### config.mk
export PLATFORM = sky130hd
export DESIGN_NAME = cpq_host_if
export DESIGN_NICKNAME = d
export VERILOG_FILES = /design/src/rtl/cpq_pkg.sv /design/src/rtl/cpq_fifo.sv /design/src/rtl/cpq_irq_ctrl.sv /design/src/rtl/cpq_reg_dec.sv /design/src/rtl/cpq_host_if.sv
export SDC_FILE = /design/constraint.sdc
export NUM_CORES = 1
export LEC_CHECK = 0
export BUFFER_PORTS_ARGS = -buffer_cell sky130_fd_sc_hd__buf_2
export CAP_MARGIN = 10
export CORE_MARGIN = 2
export CORE_UTILIZATION = 49
export CTS_BUF_LIST = sky130_fd_sc_hd__clkbuf_16
export CTS_CLUSTER_SIZE = 20
export DETAILED_ROUTE_END_ITERATION = 6
export GPL_TIMING_DRIVEN = 0
export PLACE_DENSITY = 0.65
export SYNTH_ARGS = -nofsm -noshare
export SYNTH_HDL_FRONTEND = slang
export SYNTH_SLANG_ARGS = --single-unit
### constraint.sdc
create_clock -name clk_i -period 12.8 [get_ports clk_i]
set_input_delay 2.56 -clock clk_i [delete_from_list [all_inputs] [get_ports clk_i]]
set_output_delay 2.56 -clock clk_i [all_outputs]
set_load 0.05 [all_outputs]
### src/rtl/cpq_pkg.sv
package cpq_pkg;
  localparam int unsigned DW = 32;
  localparam int unsigned AW = 8;

  typedef enum logic [AW-1:0] {
    OFS_IDB = 8'h20,
    OFS_ISR = 8'h30,
    OFS_IMR = 8'h34,
    OFS_IPQ = 8'h40,
    OFS_OPQ = 8'h44,
    OFS_OSR = 8'h9C,
    OFS_ODC = 8'hA0
  } reg_ofs_e;

  localparam logic [DW-1:0] OPQ_EMPTY = '1;

  // status register field positions
  localparam int unsigned OSR_NEMPTY = 0;
  localparam int unsigned OSR_OVF    = 1;
  localparam int unsigned OSR_IBCNT  = 8;
  localparam int unsigned OSR_OBCNT  = 16;

  function automatic logic [DW-1:0] fmt_cpl(input logic [DW-1:0] tag, input logic err);
    return tag | {{(DW-2){1'b0}}, err, 1'b0};
  endfunction
endpackage

### src/rtl/cpq_fifo.sv
module cpq_fifo #(
  parameter int W     = 32,
  parameter int DEPTH = 16
) (
  input  logic                   clk_i,
  input  logic                   rst_ni,
  input  logic                   push_i,
  input  logic [W-1:0]           data_i,
  input  logic                   pop_i,
  output logic [W-1:0]           data_o,
  output logic                   full_o,
  output logic                   empty_o,
  output logic [$clog2(DEPTH):0] cnt_o
);
  localparam int PW = (DEPTH > 1) ? $clog2(DEPTH) : 1;
  localparam int CW = $clog2(DEPTH) + 1;

  logic [W-1:0]  mem_q [DEPTH];
  logic [PW-1:0] wp_q, rp_q;
  logic [CW-1:0] cnt_q;
  logic          do_push, do_pop;

  assign full_o  = (cnt_q == CW'(DEPTH));
  assign empty_o = (cnt_q == '0);
  assign do_push = push_i && !full_o;
  assign do_pop  = pop_i && !empty_o;
  assign data_o  = mem_q[rp_q];
  assign cnt_o   = cnt_q;

  function automatic logic [PW-1:0] nxt(input logic [PW-1:0] p);
    return (p == PW'(DEPTH-1)) ? '0 : p + 1'b1;
  endfunction

  always_ff @(posedge clk_i or negedge rst_ni) begin
    if (!rst_ni) begin
      wp_q  <= '0;
      rp_q  <= '0;
      cnt_q <= '0;
    end else begin
      if (do_push) wp_q <= nxt(wp_q);
      if (do_pop)  rp_q <= nxt(rp_q);
      case ({do_push, do_pop})
        2'b10:   cnt_q <= cnt_q + 1'b1;
        2'b01:   cnt_q <= cnt_q - 1'b1;
        default: cnt_q <= cnt_q;
      endcase
    end
  end

  always_ff @(posedge clk_i) begin
    if (do_push) mem_q[wp_q] <= data_i;
  end
endmodule

### src/rtl/cpq_irq_ctrl.sv
module cpq_irq_ctrl #(
  parameter int W       = 32,
  parameter int OPQ_BIT = 3
) (
  input  logic         clk_i,
  input  logic         rst_ni,
  input  logic         ob_nempty_i,
  input  logic         ob_push_i,
  input  logic         ack_i,
  input  logic         imr_we_i,
  input  logic [W-1:0] imr_wdata_i,
  output logic [W-1:0] isr_o,
  output logic [W-1:0] imr_o,
  output logic         irq_o
);
  logic         acked_q;
  logic [W-1:0] imr_q;

  always_ff @(posedge clk_i or negedge rst_ni) begin
    if (!rst_ni) begin
      acked_q <= 1'b0;
      imr_q   <= '1;
    end else begin
      // a fresh completion re-arms the source
      if (ob_push_i)  acked_q <= 1'b0;
      else if (ack_i) acked_q <= 1'b1;
      if (imr_we_i) imr_q <= imr_wdata_i;
    end
  end

  always_comb begin
    isr_o          = '0;
    isr_o[OPQ_BIT] = ob_nempty_i && !acked_q;
  end

  assign imr_o = imr_q;
  assign irq_o = |(isr_o & ~imr_q);
endmodule

### src/rtl/cpq_reg_dec.sv
module cpq_reg_dec
  import cpq_pkg::*;
#(
  parameter int CW = 5
) (
  input  logic          reg_wr_i,
  input  logic          reg_rd_i,
  input  logic [AW-1:0] reg_addr_i,
  input  logic [DW-1:0] reg_wdata_i,
  input  logic [CW-1:0] ib_cnt_i,
  input  logic [CW-1:0] ob_cnt_i,
  input  logic          ob_empty_i,
  input  logic [DW-1:0] ob_head_i,
  input  logic          ovf_i,
  input  logic [DW-1:0] isr_i,
  input  logic [DW-1:0] imr_i,
  output logic          ib_push_o,
  output logic          ob_pop_o,
  output logic          ack_o,
  output logic          imr_we_o,
  output logic          cfg_set_o,
  output logic          ovf_clr_o,
  output logic [DW-1:0] reg_rdata_o
);
  logic [DW-1:0] osr;

  always_comb begin
    osr                     = '0;
    osr[OSR_NEMPTY]         = !ob_empty_i;
    osr[OSR_OVF]            = ovf_i;
    osr[OSR_IBCNT +: CW]    = ib_cnt_i;
    osr[OSR_OBCNT +: CW]    = ob_cnt_i;
  end

  assign ib_push_o = reg_wr_i && (reg_addr_i == OFS_IPQ);
  assign imr_we_o  = reg_wr_i && (reg_addr_i == OFS_IMR);
  assign ack_o     = reg_wr_i && (reg_addr_i == OFS_ODC) && reg_wdata_i[0];
  assign cfg_set_o = reg_wr_i && (reg_addr_i == OFS_IDB) && reg_wdata_i[0];
  assign ovf_clr_o = reg_wr_i && (reg_addr_i == OFS_OSR) && reg_wdata_i[OSR_OVF];
  assign ob_pop_o  = reg_rd_i && (reg_addr_i == OFS_OPQ);

  always_comb begin
    reg_rdata_o = '0;
    if (reg_rd_i) begin
      case (reg_addr_i)
        OFS_ISR: reg_rdata_o = isr_i;
        OFS_IMR: reg_rdata_o = imr_i;
        OFS_OPQ: reg_rdata_o = ob_empty_i ? OPQ_EMPTY : ob_head_i;
        OFS_OSR: reg_rdata_o = osr;
        default: reg_rdata_o = '0;
      endcase
    end
  end
endmodule

### src/rtl/cpq_host_if.sv
module cpq_host_if
  import cpq_pkg::*;
#(
  parameter int DEPTH   = 16,
  parameter int OPQ_BIT = 3
) (
  input  logic          clk_i,
  input  logic          rst_ni,
  input  logic          reg_wr_i,
  input  logic          reg_rd_i,
  input  logic [AW-1:0] reg_addr_i,
  input  logic [DW-1:0] reg_wdata_i,
  output logic [DW-1:0] reg_rdata_o,
  output logic          irq_o,
  output logic          cfg_upd_o,
  output logic          ib_valid_o,
  input  logic          ib_ready_i,
  output logic [DW-1:0] ib_data_o,
  input  logic          cq_valid_i,
  output logic          cq_ready_o,
  input  logic [DW-1:0] cq_tag_i,
  input  logic          cq_err_i
);
  localparam int CW = $clog2(DEPTH) + 1;

  logic          ib_push, ib_full, ib_empty;
  logic [CW-1:0] ib_cnt;
  logic          ob_pop, ob_push, ob_full, ob_empty;
  logic [CW-1:0] ob_cnt;
  logic [DW-1:0] ob_head;
  logic          ack, imr_we, cfg_set, ovf_clr, ovf_q;
  logic [DW-1:0] isr, imr_q;

  assign ob_push    = cq_valid_i && !ob_full;
  assign cq_ready_o = !ob_full;
  assign ib_valid_o = !ib_empty;

  cpq_fifo #(.W(DW), .DEPTH(DEPTH)) u_ib_fifo (
    .clk_i, .rst_ni,
    .push_i (ib_push),
    .data_i (reg_wdata_i),
    .pop_i  (ib_ready_i),
    .data_o (ib_data_o),
    .full_o (ib_full),
    .empty_o(ib_empty),
    .cnt_o  (ib_cnt)
  );

  cpq_fifo #(.W(DW), .DEPTH(DEPTH)) u_ob_fifo (
    .clk_i, .rst_ni,
    .push_i (ob_push),
    .data_i (fmt_cpl(cq_tag_i, cq_err_i)),
    .pop_i  (ob_pop),
    .data_o (ob_head),
    .full_o (ob_full),
    .empty_o(ob_empty),
    .cnt_o  (ob_cnt)
  );

  cpq_irq_ctrl #(.W(DW), .OPQ_BIT(OPQ_BIT)) u_irq (
    .clk_i, .rst_ni,
    .ob_nempty_i(!ob_empty),
    .ob_push_i  (ob_push),
    .ack_i      (ack),
    .imr_we_i   (imr_we),
    .imr_wdata_i(reg_wdata_i),
    .isr_o      (isr),
    .imr_o      (imr_q),
    .irq_o      (irq_o)
  );

  cpq_reg_dec #(.CW(CW)) u_dec (
    .reg_wr_i, .reg_rd_i, .reg_addr_i, .reg_wdata_i,
    .ib_cnt_i   (ib_cnt),
    .ob_cnt_i   (ob_cnt),
    .ob_empty_i (ob_empty),
    .ob_head_i  (ob_head),
    .ovf_i      (ovf_q),
    .isr_i      (isr),
    .imr_i      (imr_q),
    .ib_push_o  (ib_push),
    .ob_pop_o   (ob_pop),
    .ack_o      (ack),
    .imr_we_o   (imr_we),
    .cfg_set_o  (cfg_set),
    .ovf_clr_o  (ovf_clr),
    .reg_rdata_o(reg_rdata_o)
  );

  always_ff @(posedge clk_i or negedge rst_ni) begin
    if (!rst_ni) begin
      ovf_q     <= 1'b0;
      cfg_upd_o <= 1'b0;
    end else begin
      cfg_upd_o <= cfg_set;
      // a new drop wins over a same-cycle clear
      if (ib_push && ib_full) ovf_q <= 1'b1;
      else if (ovf_clr)       ovf_q <= 1'b0;
    end
  end
endmodule

==> impl_metrics.py, run 1 <==
metrics = {
    "floorplan": {
        "io_pins": 147,
        "start_util": 0.492,
        "rows": 108,
        "core_um2": 86500,
        "die_h_um": 299,
        "die_w_um": 299,
        "dieArea_um2": 89300,
    },
    "synthesis": {
        "synthesis.area_um2": 42600,
        "synth-seq-cells": 1085,
        "yosysSeqAreaShare": 0.759,
        "synth.avg_cell_area_um2": 19.5,
        "yosys_warnings": 0,
        "synth_edf_count": 1024,
        "syn_inst": 2183,
        "ys.flop_type": "edfxtp_1",
        "yosysTopAreaCell": "edfxtp_1",
        "synthArstFlopShare": 0.0562,
        "synth.top_cell.area_share": 0.722,
        "synth.most_common_cell": "edfxtp_1",
        "synthTopCellsByArea": "edfxtp_1 (72%), mux4_2 (7.5%), mux2i_1 (5.3%)",
        "synthesis.nets": 2280,
        "synth_commonest_cells": "edfxtp_1 (1024), mux2i_1 (227), mux4_2 (142)",
        "synth_cell_types": 65,
    },
    "place": {
        "place_inst": 3569,
        "portBuffers": 146,
        "place_ws_ns": 5.16,
        "placed_cell_area_um2": 45900,
        "hpwl_um": 71500,
        "gp_congestion": 0.816,
    },
    "route": {
        "vias": 22818,
        "met3_length_um": 8130,
        "top_layer": "met5",
        "detail-route-antenna-nets": 0,
        "drc": 0,
        "wire_per_inst_um": 28.5,
        "wl_met2_um": 53600,
        "drt_iter0_drc": 2473,
        "wl_met1_um": 42200,
        "wl_um": 107000,
        "viasPerCell": 6.05,
        "drt_pass1_iterations": 7,
    },
    "cells_and_area": {
        "fin_nets": 2622,
        "drive_gt1_frac": 0.262,
        "fin_cells": 3774,
        "areaGrowthSynthToFinish_pct": 16.2,
        "finalInstanceArea_um2": 49500,
        "multi_input_area_um2": 9830,
        "seq_area_um2": 32300,
        "nFillCells": 6424,
        "fin_util": 0.572,
    },
    "critical_path": {
        "crit_fanout": 10,
        "path_class": "in2out",
        "r2r_slack_ns": 8.74,
        "arrival_ns": 5.16,
        "timing.rr.end": "u_ob_fifo.cnt_o[4]",
        "required_ns": 10.24,
        "r2r.worst_path.cells": 13,
        "cpMaxStageDelayCell": "buf_1",
        "cp_top_family": "buffers and inverters",
        "r2r-start": "u_ob_fifo.cnt_o[1]",
        "cp_cell_sequence": "buf_2, and2b_1, and3_1, clkbuf_1, nor2b_1, buf_1, clkbuf_1, o2bb2ai_1, buf_2",
        "cp_num_buf_inv": 5,
        "startpoint_type": "input pin",
        "worstSetupEndpointType": "output port",
        "slowest_delay_ns": 0.54,
    },
    "global_route": {
        "grt_pass1_wl_um": 155000,
        "overflow": 0,
        "grt_use_total": 0.240,
        "grt_pass1_vias": 23017,
        "grt_start_max_net_pins": 62,
        "antenna_found_initial": 16,
    },
    "clock_network": {
        "cts_tree": "done",
        "clk_latency_ns": 0.69,
        "h-tree-depth": 3,
        "holdBufCountCts": 0,
        "cts.sink_count": 1085,
        "clk_path_buf_depth": 3,
        "cts_resized": 0,
        "path_clk_slew_ns": 0.06,
        "numCtsBuffers": 108,
        "root_buffer": "clkbuf_16",
        "post_cts_buffers": 0,
    },
    "hold_path": {
        "hold_end": "ovf_q",
        "hold_path.class": "reg2reg",
        "worstHoldPathCells": 1,
        "hp-start": "ovf_q",
    },
    "timing": {
        "rsz0062_at_grt": "no",
        "slew_violations": 0,
        "postLayoutSetupSlackWorst_ns": 5.08,
        "slew_headroom": 0.108,
        "tightest_slew_ns": 1.30,
        "min_period_ns": 7.72,
        "clock_skew_ns": 0.0323,
        "setup-tns-final_ns": 0,
        "hold_viol_final": 0,
        "fmax_mhz": 130,
        "hold_slack_ns": 0.497,
        "finalCritPeriodShare": 0.603,
        "setup_violations": 0,
    },
    "power": {
        "irDropWorstVdd_v": 0.000180,
        "leakage_nw": 17.1,
        "p_total_mw": 9.48,
        "powerDensity_nw_per_um2": 192,
    },
    "run": {
        "maxCapViolCount": 0,
    },
    "run_status": {
        "outcome": "finished, final reports clean",
    },
}
[flip-flops by register name (all words and copies together), names as in the netlist]
| register | cells |
|---|---|
| u_ib_fifo.wp_q | 4 |
| u_ib_fifo.mem_q | 512 |
| u_ob_fifo.rp_q | 4 |
| u_ob_fifo.cnt_o | 5 |
| u_irq.imr_o | 32 |
| ovf_q | 1 |
| u_ob_fifo.mem_q | 512 |
| u_ib_fifo.rp_q | 4 |
| u_ob_fifo.wp_q | 4 |
| u_ib_fifo.cnt_o | 5 |
| cfg_upd_o | 1 |
| u_irq.acked_q | 1 |
[where the power goes]
group	leakage (nW)	total (mW)	switching [mW]	internal [mW]
registers	9.90	4.13	0.0605	4.07
clock network	1.82	3.13	1.33	1.80
logic	5.36	2.22	1.51	0.713
[how the worst max path moves through the flow]
| stage | from | to | slack [ns] | cells after the start |
|---|---|---|---|---|
| 6_report | reg_addr_i[6] | reg_rdata_o[30] | 5.08 | 9 |
| 5_1_grt | reg_addr_i[6] | reg_rdata_o[30] | 4.98 | 9 |
| 4_1_cts | reg_addr_i[6] | reg_rdata_o[30] | 5.15 | 9 |
| 3_5_place_dp | reg_addr_i[6] | reg_rdata_o[30] | 5.16 | 9 |
| 3_3_place_gp | reg_addr_i[1] | u_ib_fifo.mem_q[2][21] | 1.26 | 6 |
| 2_1_floorplan | reg_addr_i[5] | reg_rdata_o[10] | 5.69 | 5 |
[metal layers]
metal | up-vias | global-route usage
met4 | 10 | 0.0844
met5 | - | 0
met2 | 1034 | 0.401
met1 | 11816 | 0.322
met3 | 208 | 0.0403
li1 | 9750 | -
[kinds of logic after synthesis]
family,Yosys count,synth area share
XOR/XNOR,13,0.00267
adder cells (fa/ha/maj),18,0.00546
AO/OA/AOI/OAI,298,0.0519
AND/OR/NAND/NOR,197,0.0239
flip-flops,1085,0.759
multiplexers,421,0.142
buffers and inverters,151,0.0150
[layout by cell type (no fill, tap or decap), types with 16 or more instances in the layout]
master,Yosys,routed
a221oi_1,64,64
nor4_1,29,21
buf_1,25,26
ha_1,17,17
clkbuf_1,63,63
inv_1,18,45
mux2_2,52,52
dfstp_2,32,32
nor2_1,44,28
mux2i_1,227,227
a22o_1,19,19
clkbuf_16,0,108
mux4_2,142,142
buf_2,38,185
edfxtp_1,1024,1024
buf_4,5,48
nand2_1,49,49
nor2_4,0,16
a22oi_1,45,45
o2bb2ai_1,19,19
clkinv_1,1,28
buf_6,1,18
o22ai_1,61,61
o21ai_0,39,39
buf_12,0,20
dfrtp_1,29,29
[final cells by class]
cell class | instances | share of cell area
Clock inverter | 90 | 0.0167
Timing Repair Buffer | 232 | 0.0346
Antenna cell | 6 | 0.000303
Clock buffer | 108 | 0.0546
Tap cell | 1155 | 0.0292
Buffer | 132 | 0.0115
Inverter | 19 | 0.00144
Sequential cell | 1085 | 0.653
Multi-Input combinational cell | 947 | 0.199
No activity file was read; power rests on OpenSTA's default activity.
==> inputs of run 2 (changes only) <==
--- a/config.mk
+++ b/config.mk
@@ -13,7 +13,7 @@
 export CTS_CLUSTER_SIZE = 20
 export DETAILED_ROUTE_END_ITERATION = 6
 export GPL_TIMING_DRIVEN = 0
-export PLACE_DENSITY = 0.65
+export PLACE_DENSITY = 0.68
 export SYNTH_ARGS = -nofsm -noshare
 export SYNTH_HDL_FRONTEND = slang
 export SYNTH_SLANG_ARGS = --single-unit
==> constraint.sdc (replaced) <==
create_clock -name clk_i -period 6.5 [get_ports clk_i]
set_input_delay 1.3 -clock clk_i [delete_from_list [all_inputs] [get_ports clk_i]]
set_output_delay 1.3 -clock clk_i [all_outputs]
set_load 0.05 [all_outputs]
==> impl_metrics.py, run 2 (synthesis results as in run 1) <==
metrics = {
    "clock_network": {
        "h-tree-depth": 3,
        "numCtsBuffers": 107,
        "cts.sink_count": 1085,
        "post_cts_buffers": 0,
        "cts_tree": "done",
        "holdBufCountCts": 0,
        "path_clk_slew_ns": 0.06,
        "clk_path_buf_depth": 3,
        "root_buffer": "clkbuf_16",
        "clk_latency_ns": 0.69,
        "cts_resized": 0,
    },
    "global_route": {
        "grt_start_max_net_pins": 33,
        "grt_use_total": 0.239,
        "overflow": 0,
        "antenna_found_initial": 15,
        "grt_pass1_vias": 23206,
        "grt_pass1_wl_um": 156000,
    },
    "cells_and_area": {
        "finalInstanceArea_um2": 49700,
        "seq_area_um2": 32300,
        "fin_nets": 2620,
        "fin_cells": 3782,
        "multi_input_area_um2": 9830,
        "layout_commonest_cell": "edfxtp_1",
        "areaGrowthSynthToFinish_pct": 16.6,
        "nFillCells": 6408,
        "layout_common_cells": "edfxtp_1 (1024), mux2i_1 (227), buf_2 (186)",
        "drive_gt1_frac": 0.271,
    },
    "timing": {
        "clock_skew_ns": 0.0266,
        "slew_headroom": 0.202,
        "min_period_ns": 5.65,
        "fmax_mhz": 177,
        "setup_violations": 0,
        "postLayoutSetupSlackWorst_ns": 0.849,
        "tightest_slew_ns": 1.17,
        "hold_viol_final": 0,
        "slew_violations": 0,
        "rsz0062_at_grt": "no",
        "finalCritPeriodShare": 0.869,
    },
    "route": {
        "drt_pass1_iterations": 6,
        "met3_length_um": 8180,
        "drc": 0,
        "detail-route-antenna-nets": 0,
        "drt_iter0_drc": 2300,
        "wl_um": 107000,
        "wire_per_inst_um": 28.2,
        "top_layer": "met5",
        "vias": 22845,
        "wl_met1_um": 41500,
        "viasPerCell": 6.04,
        "wl_met2_um": 53700,
    },
    "critical_path": {
        "r2r.worst_path.cells": 13,
        "path_class": "reg2out",
        "crit_fanout": 10,
        "required_ns": 5.20,
        "startpoint_type": "flop",
        "arrival_ns": 4.35,
        "worstSetupEndpointType": "output port",
    },
    "floorplan": {
        "die_w_um": 299,
        "core_um2": 86500,
        "die_h_um": 299,
        "io_pins": 147,
        "start_util": 0.492,
        "dieArea_um2": 89300,
        "rows": 108,
    },
    "place": {
        "portBuffers": 146,
        "place_inst": 3565,
        "placed_cell_area_um2": 46000,
        "hpwl_um": 71300,
        "gp_congestion": 0.808,
        "place_ws_ns": 1.33,
    },
    "power": {
        "leakage_nw": 17.1,
        "clkPwrFrac": 0.333,
        "switching_power_mw": 5.76,
        "irDropWorstVdd_v": 0.000336,
        "comb_power_share": 0.234,
        "powerDensity_nw_per_um2": 378,
        "switching_share": 0.307,
        "p_total_mw": 18.8,
        "seq_power_share": 0.433,
        "p_int_mw": 13.0,
    },
    "hold_path": {
        "worstHoldPathCells": 1,
        "hold_path.class": "reg2reg",
    },
    "run": {
        "maxCapViolCount": 0,
    },
    "run_status": {
        "outcome": "finished, final reports clean",
    },
}
## run 2: per-layer routing
metal | track usage | vias to the layer above
li1 | - | 9746
met1 | 0.317 | 11841
met2 | 0.400 | 1050
met3 | 0.0448 | 198
met4 | 0.0831 | 10
met5 | 0 | -
## run 2: worst max-delay path, stage by stage (launching register included)
cell and delay [ns]:
dfrtp_1 0.35, buf_2 0.25, buf_4 0.27, or3b_2 0.14
clkbuf_1 0.51, clkbuf_1 0.65, nor2_1 0.12, nor4_1 0.79
o2bb2ai_1 0.28, buf_2 0.29
## run 2: path summary, 6_finish.rpt
path	slack (ns)	startpoint	end
worst max-delay path	0.85	u_ob_fifo.rp_q[1]	reg_rdata_o[28]
worst min-delay path	0.53	ovf_q	ovf_q
worst max register to register	2.29	u_ob_fifo.cnt_o[1]	u_ob_fifo.cnt_o[4]
worst min register to register	0.53	ovf_q	ovf_q
max in group asynchronous	5.04	rst_ni	u_irq.imr_o[25]
min in group asynchronous	0.73	rst_ni	u_ib_fifo.cnt_o[0]
## run 2: area by class of cell
cell class | count | share of cell area
antenna | 10 | 0.000504
clock buffer | 107 | 0.0539
timing repair buffer | 231 | 0.0358
clock inverter | 96 | 0.0190
sequential | 1085 | 0.651
buffer | 132 | 0.0115
inverter | 19 | 0.00144
multi-input combinational | 947 | 0.198
tap | 1155 | 0.0291
## run 2: power groups by stage
stage          sequential, mW  clock, mW  combinational (mW)
2_1_floorplan            8.24          0                2.91
3_3_place_gp             8.28          0                4.16
3_5_place_dp             8.27          0                4.38
4_1_cts                  8.13       6.32                4.39
5_1_grt                  8.15       6.60                4.66
6_report                 8.13       6.25                4.39
## run 2: per-stage QoR
stage | setup TNS [ns] | util | hold WS (ns)
finish | 0 | 0.574 | 0.528
global route | 0 | 0.574 | 0.523
CTS | 0 | 0.573 | 0.515
detailed placement | 0 | 0.532 | 0.500
global placement | -1023.02 | 0.518 | 0.464
floorplan | 0 | - | 0.450
